File: src/rtl/mdio_pkg.sv
package mdio_pkg;

    typedef enum logic [2:0] {
        FS_IDLE,
        FS_PRE,
        FS_HDR,
        FS_TXD,
        FS_TA_RX,
        FS_RXD,
        FS_DRAIN,
        FS_TRAIL
    } frame_state_e;

    typedef struct packed {
        logic        c45;
        logic [1:0]  op;
        logic [4:0]  port;
        logic [4:0]  dev;
        logic [15:0] wdata;
    } mgmt_req_t;

    localparam int PRE_BITS   = 32;
    localparam int HDR_BITS   = 14;
    localparam int TXD_BITS   = 18;
    localparam int RXD_BITS   = 16;
    localparam int DRAIN_BITS = 32;
    localparam int LEFT_W     = 6;

    function automatic int ns_to_cycles(input int ns, input int clk_ns);
        int c;
        c = (ns + clk_ns - 1) / clk_ns;
        return (c < 2) ? 2 : c;
    endfunction

    function automatic logic is_read_op(input logic c45, input logic [1:0] op);
        return c45 ? op[1] : (op == 2'b10);
    endfunction

    // start pair, opcode, port, dev, turnaround 1/0, data word
    function automatic logic [31:0] tx_image(input mgmt_req_t r);
        return {1'b0, ~r.c45, r.op, r.port, r.dev, 2'b10, r.wdata};
    endfunction

endpackage

File: src/rtl/mdio_phase_timer.sv
module mdio_phase_timer #(
    parameter int LO_CYC    = 63,
    parameter int RD_HI_CYC = 88
) (
    input  logic clk,
    input  logic rst,
    input  logic run,
    input  logic long_hi,
    output logic mdc,
    output logic bit_end
);
    localparam int MAXC = (RD_HI_CYC > LO_CYC) ? RD_HI_CYC : LO_CYC;
    localparam int CW   = $clog2(MAXC + 1);

    logic [CW-1:0] cnt;
    logic          hi;
    logic [CW-1:0] hi_last;

    assign hi_last = long_hi ? CW'(RD_HI_CYC - 1) : CW'(LO_CYC - 1);
    assign bit_end = run && hi && (cnt == hi_last);
    assign mdc     = hi;

    always_ff @(posedge clk) begin
        if (rst || !run) begin
            cnt <= '0;
            hi  <= 1'b0;
        end else if (!hi) begin
            if (cnt == CW'(LO_CYC - 1)) begin
                hi  <= 1'b1;
                cnt <= '0;
            end else begin
                cnt <= cnt + 1'b1;
            end
        end else if (bit_end) begin
            hi  <= 1'b0;
            cnt <= '0;
        end else begin
            cnt <= cnt + 1'b1;
        end
    end
endmodule

File: src/rtl/mdio_frame_seq.sv
module mdio_frame_seq
    import mdio_pkg::*;
(
    input  logic        clk,
    input  logic        rst,
    input  logic        start,
    input  mgmt_req_t   req,
    input  logic        bit_end,
    input  logic        mdio_i,
    output logic        run,
    output logic        long_hi,
    output logic        mdio_o,
    output logic        mdio_oe,
    output logic        done,
    output logic [15:0] rd_data,
    output logic        err
);
    frame_state_e      state;
    logic [LEFT_W-1:0] left;
    logic [31:0]       txsr;
    logic [15:0]       rxsr;
    logic              rd;

    always_comb begin
        mdio_oe = (state == FS_PRE) || (state == FS_HDR) || (state == FS_TXD);
        if (state == FS_PRE)
            mdio_o = 1'b1;
        else if (state == FS_HDR || state == FS_TXD)
            mdio_o = txsr[31];
        else
            mdio_o = 1'b0;
    end

    assign run     = (state != FS_IDLE);
    assign long_hi = !mdio_oe;

    always_ff @(posedge clk) begin
        if (rst) begin
            state   <= FS_IDLE;
            left    <= '0;
            txsr    <= '0;
            rxsr    <= '0;
            rd      <= 1'b0;
            done    <= 1'b0;
            rd_data <= '0;
            err     <= 1'b0;
        end else begin
            done <= 1'b0;
            if (state == FS_IDLE) begin
                if (start) begin
                    state <= FS_PRE;
                    left  <= LEFT_W'(PRE_BITS - 1);
                    txsr  <= tx_image(req);
                    rd    <= is_read_op(req.c45, req.op);
                end
            end else if (bit_end) begin
                unique case (state)
                    FS_PRE: begin
                        if (left == '0) begin
                            state <= FS_HDR;
                            left  <= LEFT_W'(HDR_BITS - 1);
                        end else begin
                            left <= left - 1'b1;
                        end
                    end
                    FS_HDR: begin
                        txsr <= {txsr[30:0], 1'b0};
                        if (left == '0) begin
                            if (rd) begin
                                state <= FS_TA_RX;
                                left  <= '0;
                            end else begin
                                state <= FS_TXD;
                                left  <= LEFT_W'(TXD_BITS - 1);
                            end
                        end else begin
                            left <= left - 1'b1;
                        end
                    end
                    FS_TXD: begin
                        txsr <= {txsr[30:0], 1'b0};
                        if (left == '0) state <= FS_TRAIL;
                        else            left  <= left - 1'b1;
                    end
                    FS_TA_RX: begin
                        if (!mdio_i) begin
                            state <= FS_RXD;
                            left  <= LEFT_W'(RXD_BITS - 1);
                        end else begin
                            state <= FS_DRAIN;
                            left  <= LEFT_W'(DRAIN_BITS - 1);
                        end
                    end
                    FS_RXD: begin
                        rxsr <= {rxsr[14:0], mdio_i};
                        if (left == '0) state <= FS_TRAIL;
                        else            left  <= left - 1'b1;
                    end
                    FS_DRAIN: begin
                        if (left == '0) begin
                            state   <= FS_IDLE;
                            done    <= 1'b1;
                            rd_data <= 16'hFFFF;
                            err     <= 1'b1;
                        end else begin
                            left <= left - 1'b1;
                        end
                    end
                    FS_TRAIL: begin
                        state <= FS_IDLE;
                        done  <= 1'b1;
                        err   <= 1'b0;
                        if (rd) rd_data <= rxsr;
                    end
                    default: state <= FS_IDLE;
                endcase
            end
        end
    end
endmodule

File: src/rtl/mdio_engine.sv
module mdio_engine
    import mdio_pkg::*;
#(
    parameter int CLK_NS      = 4,
    parameter int MDC_HALF_NS = 250,
    parameter int RD_HIGH_NS  = 350
) (
    input  logic        clk,
    input  logic        rst,
    input  logic        req_valid,
    input  logic        req_c45,
    input  logic [1:0]  req_op,
    input  logic [4:0]  req_port,
    input  logic [4:0]  req_dev,
    input  logic [15:0] req_wdata,
    output logic        busy,
    output logic        done,
    output logic [15:0] rd_data,
    output logic        err,
    output logic        mdc,
    output logic        mdio_o,
    output logic        mdio_oe,
    input  logic        mdio_i
);
    localparam int LO_CYC    = ns_to_cycles(MDC_HALF_NS, CLK_NS);
    localparam int RD_HI_CYC = ns_to_cycles(RD_HIGH_NS, CLK_NS);

    mgmt_req_t req;
    logic      run, long_hi, bit_end;

    assign req  = '{c45: req_c45, op: req_op, port: req_port, dev: req_dev, wdata: req_wdata};
    assign busy = run;

    mdio_phase_timer #(
        .LO_CYC    (LO_CYC),
        .RD_HI_CYC (RD_HI_CYC)
    ) u_timer (
        .clk     (clk),
        .rst     (rst),
        .run     (run),
        .long_hi (long_hi),
        .mdc     (mdc),
        .bit_end (bit_end)
    );

    mdio_frame_seq u_seq (
        .clk     (clk),
        .rst     (rst),
        .start   (req_valid),
        .req     (req),
        .bit_end (bit_end),
        .mdio_i  (mdio_i),
        .run     (run),
        .long_hi (long_hi),
        .mdio_o  (mdio_o),
        .mdio_oe (mdio_oe),
        .done    (done),
        .rd_data (rd_data),
        .err     (err)
    );
endmodule

File: config.mk
export PLATFORM = sky130hd
export DESIGN_NAME = mdio_engine
export DESIGN_NICKNAME = d
export VERILOG_FILES = /design/src/rtl/mdio_pkg.sv /design/src/rtl/mdio_phase_timer.sv /design/src/rtl/mdio_frame_seq.sv /design/src/rtl/mdio_engine.sv
export SDC_FILE = /design/constraint.sdc
export NUM_CORES = 1
export LEC_CHECK = 0
export BUFFER_PORTS_ARGS = -buffer_cell sky130_fd_sc_hd__buf_4
export CAP_MARGIN = 5
export CORE_UTILIZATION = 30
export DETAILED_ROUTE_END_ITERATION = 6
export PLACE_DENSITY = 0.54
export SETUP_SLACK_MARGIN = 0.5
export SLEW_MARGIN = 5
export SYNTH_ARGS = -nofsm -noshare
export SYNTH_HDL_FRONTEND = slang
export SYNTH_SLANG_ARGS = --single-unit
File: constraint.sdc
create_clock -name clk -period 5.5 [get_ports clk]
set_input_delay 1.1 -clock clk [delete_from_list [all_inputs] [get_ports clk]]
set_output_delay 1.1 -clock clk [all_outputs]
set_load 0.005 [all_outputs]
==> results.md <==
* CTS H-Tree Depth at 3
* Routed wire length at 8105 um
* Critical path endpoint category: output pin
* Leading area contributor after synthesis: dfxtp_1
* Final TNS setup at 0 ns
* Kind of critical path: reg -> out
* I/O Buffers at 54
* Crit share post-route at 59.11%
* Req. time, crit path at about 4.4 ns
* Combinational Power Share at between 10% and 20%
* Vias in the first global route at 2,796
* I/O pins at 55
* Clock Power Share at 39.6%
* P_sw at between 400 and 500 uW
* Worst path max stage delay at around 0.74 ns
* Initial antenna violation count at 0
* Die Footprint at 12,670 um2
* DP HPWL at 5303 um
* Reg power frac at 43.9%
* Cells along the critical path: nor3_2 > inv_1 > buf_4
* Via Count at 3,120
* Synthesis-to-layout area growth at 20.80%
* # rows at 40
* ANT cells at 0
* Critical path arrival at 2.15 ns
* Async SR Flop Fraction at 0%
* Num CTS Buffers at 9
* # hold bufs at CTS at 0
* Via density at between 4 and 5
* Mean Syn Cell Area at 8.319 um2
* CTS resizes at 0
* Endpoints failing setup at 0
* Yosys top cell area share at 45.84%
* Worst-path clk slew at 0.05 ns
* Num Clock Sinks at 84
* Main synth FF type: dfxtp_1
* DIE HEIGHT at 112.6 um
* Fmax at 307.6 MHz
* Placed Area at 4118 um2
* Peak supply drop at 0.1216 mV
* WHS Path Cells at 2
* Tmin final at around 3.3 ns
* Clock buffer depth at 2
* Skew final at 0.007296 ns
* DR DRC count at 0
* WL per Instance at 12.95 um
* Tot Pwr at 1.565 mW
* Fin util at 37.05%
* Pwr dens at 353.2 nW/um2
* Critical-path maximum fanout at 30
* Worst-Margin Slew at 1.109 ns
* Final-stage net count at 510
* Switching Share at 27.00%
* Initial Util at between 30% and 40%
* Die width at around 110 um
* Unrepaired setup endpoints after global routing: no
* Post-CTS Setup Inserts at 0
* Startpoint types: flip-flop
* Cell with the most instances after synthesis: nand2_1
* CTS tree: built
* Antenna viol nets, final at 0
* Flops & latches, synth at 84
* Synth Net Count at 477
* Global-route wire length before repair at about 14,000 um
* Synth Cell Area at 3669 um2
* Crit-path slowest cell: dfxtp_1
* Post-route cell area at ~4400 um2
* List of most frequent post-synthesis cells: nand2_1 (102), dfxtp_1 (84), nor2_1 (55)
* Skew-Pair Late Insertion Delay at approximately 0.33 ns
* All-Layer GR Usage at 13.48%
* CP bufs+invs at 2
* Mapped Cells at 441
* Number of fill cells at 1,233
* Drt pass-1 iters at 4
* Root Driver: clkbuf_16
* Pin count of the biggest net entering global routing at 64
* CP top delay family: buffers and inverters
* Initial DRC count at 217
* Synth area leaders: dfxtp_1 (46%), nand2_1 (10%), a311oi_1 (6.7%)
* R2R depth at 7
* Min-Delay Path Class: reg -> reg
* Core area at 11,960 um2
* Seq/Total Area, Yosys at ~46%
* Unique masters post-synth at 49
* Share of cells above drive strength 1 at approximately a fifth
* Number of synthesized flops with an enable pin at 0
* P_int at between 1 and 1.5 mW
* P_leak at 1.673 nW
* Status: finished, final reports clean
* Final Max Slew Viols at 0
* Grt total ovfl at 0
* Routability cong. at 0.7810
* Critical path depth at 3
* MaxCap Viol Count at 0
* Hold Vio Cnt, Final at 0
* YS warnings at 0
* Slew headroom at around 26%
==> cell type report <==
cell class	count	area, um2	share of cell area [%]
Tap cell	147	183.9	4.150
Inverter	10	37.54	0.8470
Multi-Input combinational cell	313	1794	40.49
Timing Repair Buffer	56	420.4	9.486
Sequential cell	84	1682	37.94
Clock inverter	3	43.79	0.9881
Clock buffer	13	270.3	6.098
==> final timing paths <==
| path | from | end | slack, ns |
|---|---|---|---|
| min | u_seq.rxsr[15]$_SDFFE_PP0P_ | u_seq.rxsr[15]$_SDFFE_PP0P_ | 0.46 |
| min reg2reg | u_seq.rxsr[15]$_SDFFE_PP0P_ | u_seq.rxsr[15]$_SDFFE_PP0P_ | 0.46 |
| max reg2reg | u_seq.left[0]$_SDFFE_PP0P_ | u_seq.rd_data[8]$_SDFFE_PP0P_ | 2.68 |
| max | u_seq.state[0]$_SDFFE_PP0P_ | busy | 2.25 |
==> through the flow <==
stage | setup slack [ns] | hold slack [ns] | instances
floorplan | 3.000 | 0.4363 | 441
CTS | 2.242 | 0.4641 | 626
global placement | 2.648 | 0.4500 | 610
detailed placement | 2.575 | 0.4575 | 610
global route | 2.061 | 0.4911 | 626
finish | 2.249 | 0.4612 | 626
==> worst reg2reg max path: cells and delay by family (launching register included) <==
family	cells	cell delay, ns
DFF	1	0.34
muxes	1	0.13
adders and majority gates	1	0.19
buffers and inverters	1	0.07
AOI/OAI and AO/OA	1	0.33
and+or+nand+nor	3	1.70
==> power by group through the flow <==
stage	Sequential, mW	Combinational (mW)	Clock (mW)
after floorplan	0.684	0.208	0
after global placement	0.698	0.256	0
after detailed placement	0.699	0.262	0
after CTS	0.686	0.262	0.640
after global routing	0.693	0.295	0.664
final	0.687	0.258	0.620
==> cell usage in the layout, fill, tap and decap left out, drive strengths merged, types with 5 or more instances in the layout <==
master / Yosys / final
a21oi: 33 / 33
a211oi: 5 / 5
buf: 10 / 56
dfxtp: 84 / 84
nand3: 10 / 10
o21ai: 8 / 8
nor3: 5 / 5
nor2: 55 / 55
a311oi: 28 / 28
clkbuf: 24 / 13
inv: 10 / 10
o221a: 16 / 16
nand2: 102 / 102
==> logic make-up (layout without fill, tap and decap cells) <==
group / count (synthesis) / after routing / share of synthesized area [%]
compound gates: 109 / 109 / 23.30
simple gates: 191 / 191 / 21.93
mux: 4 / 4 / 1.091
buf+inv: 44 / 82 / 5.389
xor+xnor: 6 / 6 / 1.432
flops: 84 / 84 / 45.84
fa+ha+maj: 3 / 3 / 1.023
==> metal layers <==
metal,part of all wire (%),vias to the layer above,track usage (%)
met5,0,-,0
met4,1.0,0,4.889
met3,3.9,9,3.564
met2,44,68,20.00
met1,51,1423,18.70
li1,-,1620,-
==> sequential cells by signal, summed over array words and instances, names as in the netlist <==
signal and cells:
u_seq.done 1, u_seq.err 1, u_seq.left 6, u_seq.rd 1, u_seq.rd_data 16, u_seq.rxsr 16, u_seq.state 3, u_seq.txsr 32
u_timer.cnt 7, u_timer.mdc 1
(Power assumes the default switching activity.)
